`config.mk`:
```
export PLATFORM = sky130hd
export DESIGN_NAME = adc_emulator
export DESIGN_NICKNAME = d
export VERILOG_FILES = /design/src/rtl/adc_emulator_pkg.sv /design/src/rtl/adc_strobe_edge.sv /design/src/rtl/adc_conv_timer.sv /design/src/rtl/adc_chan_sampler.sv /design/src/rtl/adc_emulator.sv
export SDC_FILE = /design/constraint.sdc
export NUM_CORES = 1
export LEC_CHECK = 0
export BUFFER_PORTS_ARGS = -buffer_cell sky130_fd_sc_hd__buf_2
export CORE_UTILIZATION = 40
export CTS_BUF_LIST = sky130_fd_sc_hd__clkbuf_16
export DETAILED_ROUTE_END_ITERATION = 8
export GPL_TIMING_DRIVEN = 0
export PLACE_DENSITY = 0.69
export SLEW_MARGIN = 10
export SYNTH_ARGS = -nofsm -noshare
export SYNTH_HDL_FRONTEND = slang
export SYNTH_SLANG_ARGS = --single-unit
```
`constraint.sdc`:
```
create_clock -name clk -period 3.76 [get_ports clk]
set_input_delay 0.564 -clock clk [delete_from_list [all_inputs] [get_ports clk]]
set_output_delay 0.564 -clock clk [all_outputs]
set_load 0.01 [all_outputs]
```
`src/rtl/adc_emulator_pkg.sv`:
```
package adc_emulator_pkg;

  localparam int CTRL_W    = 8;
  localparam int CHAN_LSB  = 0;
  localparam int CHAN_W    = 3;
  localparam int ACQ_BIT   = 5;
  localparam int MODE_LSB  = 3;
  localparam int MODE_W    = CTRL_W - MODE_LSB;

  function automatic logic [CHAN_W-1:0] chan_code(input logic [CTRL_W-1:0] b);
    return b[CHAN_LSB +: CHAN_W];
  endfunction

  function automatic logic chan_legal(input logic [CHAN_W-1:0] code, input int n_ch);
    return int'(code) < n_ch;
  endfunction

  function automatic logic ext_acq(input logic [CTRL_W-1:0] b);
    return b[ACQ_BIT];
  endfunction

  function automatic logic [MODE_W-1:0] mode_field(input logic [CTRL_W-1:0] b);
    return b[MODE_LSB +: MODE_W];
  endfunction

endpackage

```
`src/rtl/adc_strobe_edge.sv`:
```
module adc_strobe_edge (
  input  logic clk,
  input  logic rst_n,
  input  logic cs_n,
  input  logic wr_n,
  input  logic rd_n,
  output logic wr_accept,
  output logic rd_active
);
  logic wr_prev;

  always_ff @(posedge clk or negedge rst_n) begin
    if (!rst_n) wr_prev <= 1'b1;
    else        wr_prev <= wr_n;
  end

  assign wr_accept = wr_n & ~wr_prev & ~cs_n;
  assign rd_active = ~rd_n & ~cs_n;
endmodule

```
`src/rtl/adc_conv_timer.sv`:
```
module adc_conv_timer #(
  parameter int CYCLES = 12
) (
  input  logic clk,
  input  logic rst_n,
  input  logic start,
  input  logic cancel,
  output logic busy,
  output logic first_cyc,
  output logic conv_end
);
  localparam int CW = (CYCLES > 2) ? $clog2(CYCLES) : 1;
  localparam logic [CW-1:0] LAST = CW'(CYCLES - 1);

  logic [CW-1:0] cnt;
  logic          quiet;

  assign quiet     = ~start & ~cancel;
  assign first_cyc = busy & (cnt == '0) & quiet;
  assign conv_end  = busy & (cnt == LAST) & quiet;

  always_ff @(posedge clk or negedge rst_n) begin
    if (!rst_n) begin
      busy <= 1'b0;
      cnt  <= '0;
    end else if (start) begin
      busy <= 1'b1;
      cnt  <= '0;
    end else if (cancel) begin
      busy <= 1'b0;
      cnt  <= '0;
    end else if (busy) begin
      if (cnt == LAST) begin
        busy <= 1'b0;
        cnt  <= '0;
      end else begin
        cnt <= cnt + 1'b1;
      end
    end
  end
endmodule

```
`src/rtl/adc_chan_sampler.sv`:
```
module adc_chan_sampler #(
  parameter int N_CH  = 6,
  parameter int RES   = 12,
  parameter int SEL_W = 3
) (
  input  logic              clk,
  input  logic              rst_n,
  input  logic [N_CH*RES-1:0] chan_data,
  input  logic [SEL_W-1:0]  sel,
  input  logic              sample_en,
  output logic [RES-1:0]    held
);
  logic [RES-1:0] slice [N_CH];
  logic [RES-1:0] picked;

  for (genvar g = 0; g < N_CH; g++) begin : g_slice
    assign slice[g] = chan_data[g*RES +: RES];
  end

  always_comb begin
    picked = '0;
    for (int i = 0; i < N_CH; i++) begin
      if (sel == SEL_W'(i)) picked = slice[i];
    end
  end

  always_ff @(posedge clk or negedge rst_n) begin
    if (!rst_n)         held <= '0;
    else if (sample_en) held <= picked;
  end
endmodule

```
`src/rtl/adc_emulator.sv`:
```
module adc_emulator
  import adc_emulator_pkg::*;
#(
  parameter int N_CH   = 6,
  parameter int RES    = 12,
  parameter int CYCLES = 12
) (
  input  logic                clk,
  input  logic                rst_n,
  input  logic                cs_n,
  input  logic                wr_n,
  input  logic                rd_n,
  input  logic [7:0]          ctrl_byte,
  input  logic [N_CH*RES-1:0] chan_data,
  output logic [RES-1:0]      data_out,
  output logic                done_n,
  output logic [4:0]          mode_bits
);
  // named internal events, also watched by the checker
  logic              wr_acc, rd_act, chan_ok, start, cancel;
  logic              busy, first_cyc, conv_end;
  logic [CHAN_W-1:0] chan_q;
  logic [RES-1:0]    held, result_q;

  adc_strobe_edge u_edge (
    .clk(clk), .rst_n(rst_n), .cs_n(cs_n), .wr_n(wr_n), .rd_n(rd_n),
    .wr_accept(wr_acc), .rd_active(rd_act)
  );

  assign chan_ok = chan_legal(chan_code(ctrl_byte), N_CH);
  assign start   = wr_acc & chan_ok & ~ext_acq(ctrl_byte);
  assign cancel  = wr_acc & chan_ok &  ext_acq(ctrl_byte);

  adc_conv_timer #(.CYCLES(CYCLES)) u_timer (
    .clk(clk), .rst_n(rst_n), .start(start), .cancel(cancel),
    .busy(busy), .first_cyc(first_cyc), .conv_end(conv_end)
  );

  adc_chan_sampler #(.N_CH(N_CH), .RES(RES), .SEL_W(CHAN_W)) u_samp (
    .clk(clk), .rst_n(rst_n), .chan_data(chan_data), .sel(chan_q),
    .sample_en(first_cyc), .held(held)
  );

  always_ff @(posedge clk or negedge rst_n) begin
    if (!rst_n) begin
      chan_q    <= '0;
      mode_bits <= '0;
    end else if (wr_acc && chan_ok) begin
      chan_q    <= chan_code(ctrl_byte);
      mode_bits <= mode_field(ctrl_byte);
    end
  end

  always_ff @(posedge clk or negedge rst_n) begin
    if (!rst_n) begin
      done_n   <= 1'b1;
      result_q <= '0;
    end else if (conv_end) begin
      done_n   <= 1'b0;
      result_q <= held;
    end else if (start || cancel || rd_act) begin
      done_n   <= 1'b1;
    end
  end

  assign data_out = rd_act ? result_q : '0;
endmodule

```
# After elaboration in Yosys (flattened, before gate mapping)
# Cells that the tools add are included.
[word_totals] ff_bits=39 input_bits=85 out_inout_bits=18 elab_cells=57
[classes] n_addsub=1 order_cmp=1 eq_ne=6 mux=17 bitwise_logic=17 n_reduce_logical=7
[op_table] operator="$mux 12" n=7
[op_table] operator="$mux 4" n=4
[op_table] operator="$and 1x1->1" n=11
[op_table] operator="$eq 3x2->1 const B" n=2
[op_table] operator="$eq 3x3->1 const B" n=2
[op_table] operator="$mux 1" n=6
[op_table] operator="$not 1->1" n=6
[op_table] operator="$add 4x1->4 const B" n=1
[op_table] operator="$eq 4x4->1 const B" n=1
[op_table] operator="$logic_not 4->1" n=1
[op_table] operator="$eq 3x1->1 const B" n=1
[op_table] operator="$logic_not 3->1" n=1
[op_table] operator="$lt 3x3->1 const B" n=1
[op_table] operator="$reduce_bool 3->1" n=1
[op_table] operator="$logic_or 1x1->1" n=2
[op_table] operator="$reduce_bool 2->1" n=1
[op_table] operator="$logic_and 1x1->1" n=1

# Longest topological paths before layout
[depth] depth_word=9 ltp_mapped=7 ltp_nobuf=6

# Cells and area by module
# From an unflattened synthesis, not the netlist that was laid out.
[hier_totals] cells_unflattened=199 area_unflattened_um2=2273.4
[by_module_without_submodules] module="adc_chan_sampler" n_inst=1 cells_per_inst=101 area_per_inst_um2=1047.3 seq_area_each_um2=300.3
[by_module_without_submodules] module="adc_emulator" n_inst=1 cells_per_inst=63 area_per_inst_um2=889.6 seq_area_each_um2=526.8
[by_module_without_submodules] module="adc_conv_timer" n_inst=1 cells_per_inst=32 area_per_inst_um2=294.0 seq_area_each_um2=125.1
[by_module_without_submodules] module="adc_strobe_edge" n_inst=1 cells_per_inst=3 area_per_inst_um2=42.5 seq_area_each_um2=26.3

# Worst setup path after synthesis
# No wires, ideal clock.
[synth_timing] path_kind="input port to flip-flop" from="in cs_n" to="reg result_q[10]" setup_time_ns=0.125 arrival_time_ns=1.609 required_time_ns=3.635 path_slack_ns=2.026 stages=5 path_buffers=1 cell_sequence="or3b_4 -> nor2_4 -> nor2_2 -> buf_6 -> mux2_4"
[synth_via] elab_chain_cells=7 elab_cells_between_ends=9 cone_classes="bitwise: 9"
[synth_rtl] element="start: declaration" line="adc_emulator.sv:10" text="input logic cs_n,"
[synth_rtl] element="$not 1->1 *" line="adc_strobe_edge.sv:17" text="assign wr_accept = wr_n & ~wr_prev & ~cs_n;"
[synth_rtl] element="$and 1x1->1 *" line="adc_strobe_edge.sv:17"
[synth_rtl] element="$and 1x1->1 *" line="adc_emulator.sv:31, adc_emulator.sv:32"
[synth_rtl] element="$and 1x1->1 (on tied branches)" line="adc_emulator.sv:31, adc_emulator.sv:32"
[synth_rtl] element="$not 1->1" line="adc_conv_timer.sv:18" text="assign quiet = ~start & ~cancel;"
[synth_rtl] element="$and 1x1->1 *" line="adc_conv_timer.sv:18"
[synth_rtl] element="$and 1x1->1 *" line="adc_conv_timer.sv:20" text="assign conv_end = busy & (cnt == LAST) & quiet;"
[synth_rtl] element="end signal: assignment" line="adc_emulator.sv:60" text="result_q <= held;"
[synth_rtl] element="end: declaration" line="adc_emulator.sv:23" text="logic [RES-1:0] held, result_q;"
# Mark *: on every way between the ends. The rest lies on a longest branch, timed or not.
# A chain may end at the register's enable or synchronous reset.

# Worst setup path after layout
[layout_timing] from="in cs_n" to="out data_out[8]"
[layout_via] elab_chain_cells=3
[layout_rtl] element="$not 1->1" line="adc_strobe_edge.sv:18" text="assign rd_active = ~rd_n & ~cs_n;"
[layout_rtl] element="$and 1x1->1" line="adc_strobe_edge.sv:18"
[layout_rtl] element="$mux 12" line="adc_emulator.sv:66" text="assign data_out = rd_act ? result_q : '0;"
[layout_rtl] element="end: declaration" line="adc_emulator.sv:15" text="output logic [RES-1:0] data_out,"
# Every way passes these cells.

==> flow_summary.yaml <==
worst_setup_path:
  worst_setup_path_start_kind: "input port"
  worstPathCellList: "buf_2 > nor2_1 > clkbuf_1 > and2_1 > buf_2"
  cp_data_required_time_ns: 3.20
  rr_startpoint: "chan_q[2]$_DFFE_PN0N_"
  worst-setup-path-type: "input port to output pin"
  slowest_delay_ns: 0.28
  end_kind: "output pin"
  crit_slowest_cell: "clkbuf_1"
  worstPathArrival_ns: 1.47
  crit_family: "buffers and inverters"
  crit_buf_inv: 3
  crit_fanout: 10
  worstSetupStartpoint: "cs_n"
  crit_path_frequent_cell: "buf_2"
clocking:
  cts_inserted_buffers: 5
  cts_resized: 0
  postCtsSetupBuffers: 0
  clock_sinks: 39
  htreeDepth: 2
  cts_tree: "built"
  hold_buffers: 0
  cts_root_buffer: "clkbuf_16"
  clk_pin_slew_ns: 0.05
  worstSkewPairLatency_ns: 0.28
  cts_buffer_depth: 2
finish:
  finish.utilization: 0.557
  final_common_cell: "buf_2"
  fin_nets: 424
  areaGrowthSynthToFinish_pct: 32.9
  stdcell_count: 410
  layout_common_cells: "buf_2 (107), dfrtp_1 (37), nor2_1 (29)"
  diodes: 0
  drive_above_1_share: 0.450
synthesis:
  synth_area_leaders: "dfrtp_1 (40%), mux2_2 (7.3%), mux2_4 (6.5%)"
  syn_area_per_cell_um2: 10.2
  netlist.area_leader.share: 0.398
  synth_area_um2: 2320
  synth_nets: 315
  yosysWarnings: 0
  synth_top_area_cell: "dfrtp_1"
  synth_top_family_by_area: "multiplexers"
  ys.flop_type: "dfrtp_1"
  synth_xor_area_frac: 0
  synth_edf_count: 0
  postSynthCellCount: 228
  ys_async_sr_fraction: 1.00
  synth-seq-area-share: 0.421
  synth-simple-area-share: 0.180
  synth_compound_area_frac: 0.143
  synth-adder-area-share: 0.0108
  muxShareOfSynthArea: 0.202
  ys_ff_latch: 39
  ys_types: 31
route:
  viasPerCell: 5.01
  avgRoutedWirePerCell_um: 13.4
  finalWirelength_mm: 5.49
  drc: 0
  dr.pass1.iters: 4
  antenna_left: 0
  drt_iter0_markers: 67
  vias: 2055
placed_design:
  place_congestion: 0.891
  place_inst: 402
  port_buffers: 102
  dpl.hpwl_mm: 4.35
global_route:
  grt_pass1_wl_mm: 9.15
  antenna_found_initial: 0
  grt_pass1_vias: 1976
  grt.total_usage: 0.189
  grt-ovfl-total: 0
  grt_max_degree: 40
floorplan:
  core_um2: 5540
  dieArea_um2: 6120
  die_x_um: 78.2
  initial_utilization: 0.419
  die_h_um: 78.2
  placementRows: 27
  io_pins: 103
timing:
  hold_viol_final: 0
  fin_crit_ns: 2.03
  setup-violations-final: 0
  worstMarginPinSlew_ns: 0.829
  fin_skew_ns: 0.00276
  rsz0062_at_grt: "false"
  fmax_mhz: 492
  fin_tns_setup_ns: 0
  timing.final.crit_share: 0.540
  maxSlewViolCount: 0
  timing.slew.headroom: 0.447
  fin_hold_ws_ns: 0.386
outcome:
  outcome: "completed"
min_path:
  hold_path.class: "input port to asynchronous set/reset pin"
pwr:
  cellPowerDensity_nw_per_um2: 583
  finalPower_mw: 1.80
  peakVddDrop_mv: 0.265
  leakage_nw: 1.54
job:
  max_cap_violations: 0
==> worst reg2reg max path, stage by stage (launching register included) <==
cell and delay (ns):
dfrtp_1 0.32, buf_4 0.16, buf_2 0.23, nand3b_2 0.22, buf_2 0.25, nor2_1 0.11
nor2_1 0.05, a22o_1 0.19
==> per-layer routing <==
metal	share of wire	GRT usage	vias up
li1	-	-	1040
met1	0.49	0.265	936
met2	0.44	0.290	66
met3	0.046	0.0291	13
met4	0.024	0.0759	0
met5	0	0	-
==> synthesized netlist by cell type, types with 7 or more instances <==
cell / number
dfrtp_1: 37
nor2_1: 29
mux2_2: 15
mux2i_1: 15
nand2_1: 15
and2_1: 13
nand3b_1: 12
o22ai_1: 12
o21ai_0: 11
mux2_4: 10
a21oi_1: 7
==> final timing paths <==
kind                                          endpoint  cells past startpoint  slack (ns)
setup reg to reg            u_samp.held[7]$_DFFE_PN0P_                      7        2.12
max in group asynchronous      result_q[6]$_DFFE_PN0P_                      1        2.85
hold reg to reg            u_samp.held[10]$_DFFE_PN0P_                      2        0.48
hold / removal                mode_bits[3]$_DFFE_PN0N_                      1        0.39
setup / recovery                           data_out[8]                      5        1.73
min in group clk              u_edge.wr_prev$_DFF_PN1_                      1        0.39
==> flip-flops by register name (all words and copies together), names as in the netlist <==
| signal | cells |
|---|---|
| chan_q | 3 |
| u_samp.held | 12 |
| u_edge.wr_prev | 1 |
| done_n | 1 |
| u_timer.cnt | 4 |
| mode_bits | 5 |
| u_timer.busy | 1 |
| result_q | 12 |
==> per-stage QoR <==
stage	worst slack (ns)	cell area, um2
detailed placement	1.72	2920
global route	1.57	3090
floorplan	2.03	2320
finish	1.73	3090
global placement	1.74	2920
CTS	1.71	3090
==> where the power goes <==
group | internal (mW) | switching (mW) | leakage [nW]
sequential | 0.580 | 0.103 | 0.495
combinational | 0.349 | 0.301 | 0.964
clock | 0.309 | 0.157 | 0.0812
==> cell families (layout without fill, tap and decap cells) <==
logic type,after synthesis,in the layout
AND/OR/NAND/NOR,78,78
AO/OA/AOI/OAI,50,50
multiplexers,40,40
flip-flops,39,39
buffers and inverters,19,129
adder cells (fa/ha/maj),2,2
==> area by class of cell <==
class	count	area, um2
buffer	16	88.8
tap	72	90.1
inverter	3	11.3
timing repair buffer	102	510
multi-input combinational	170	1240
fill	545	2450
sequential	39	978
clock inverter	3	38.8
clock buffer	5	125
Note: power is estimated with default switching activity, not from simulation.
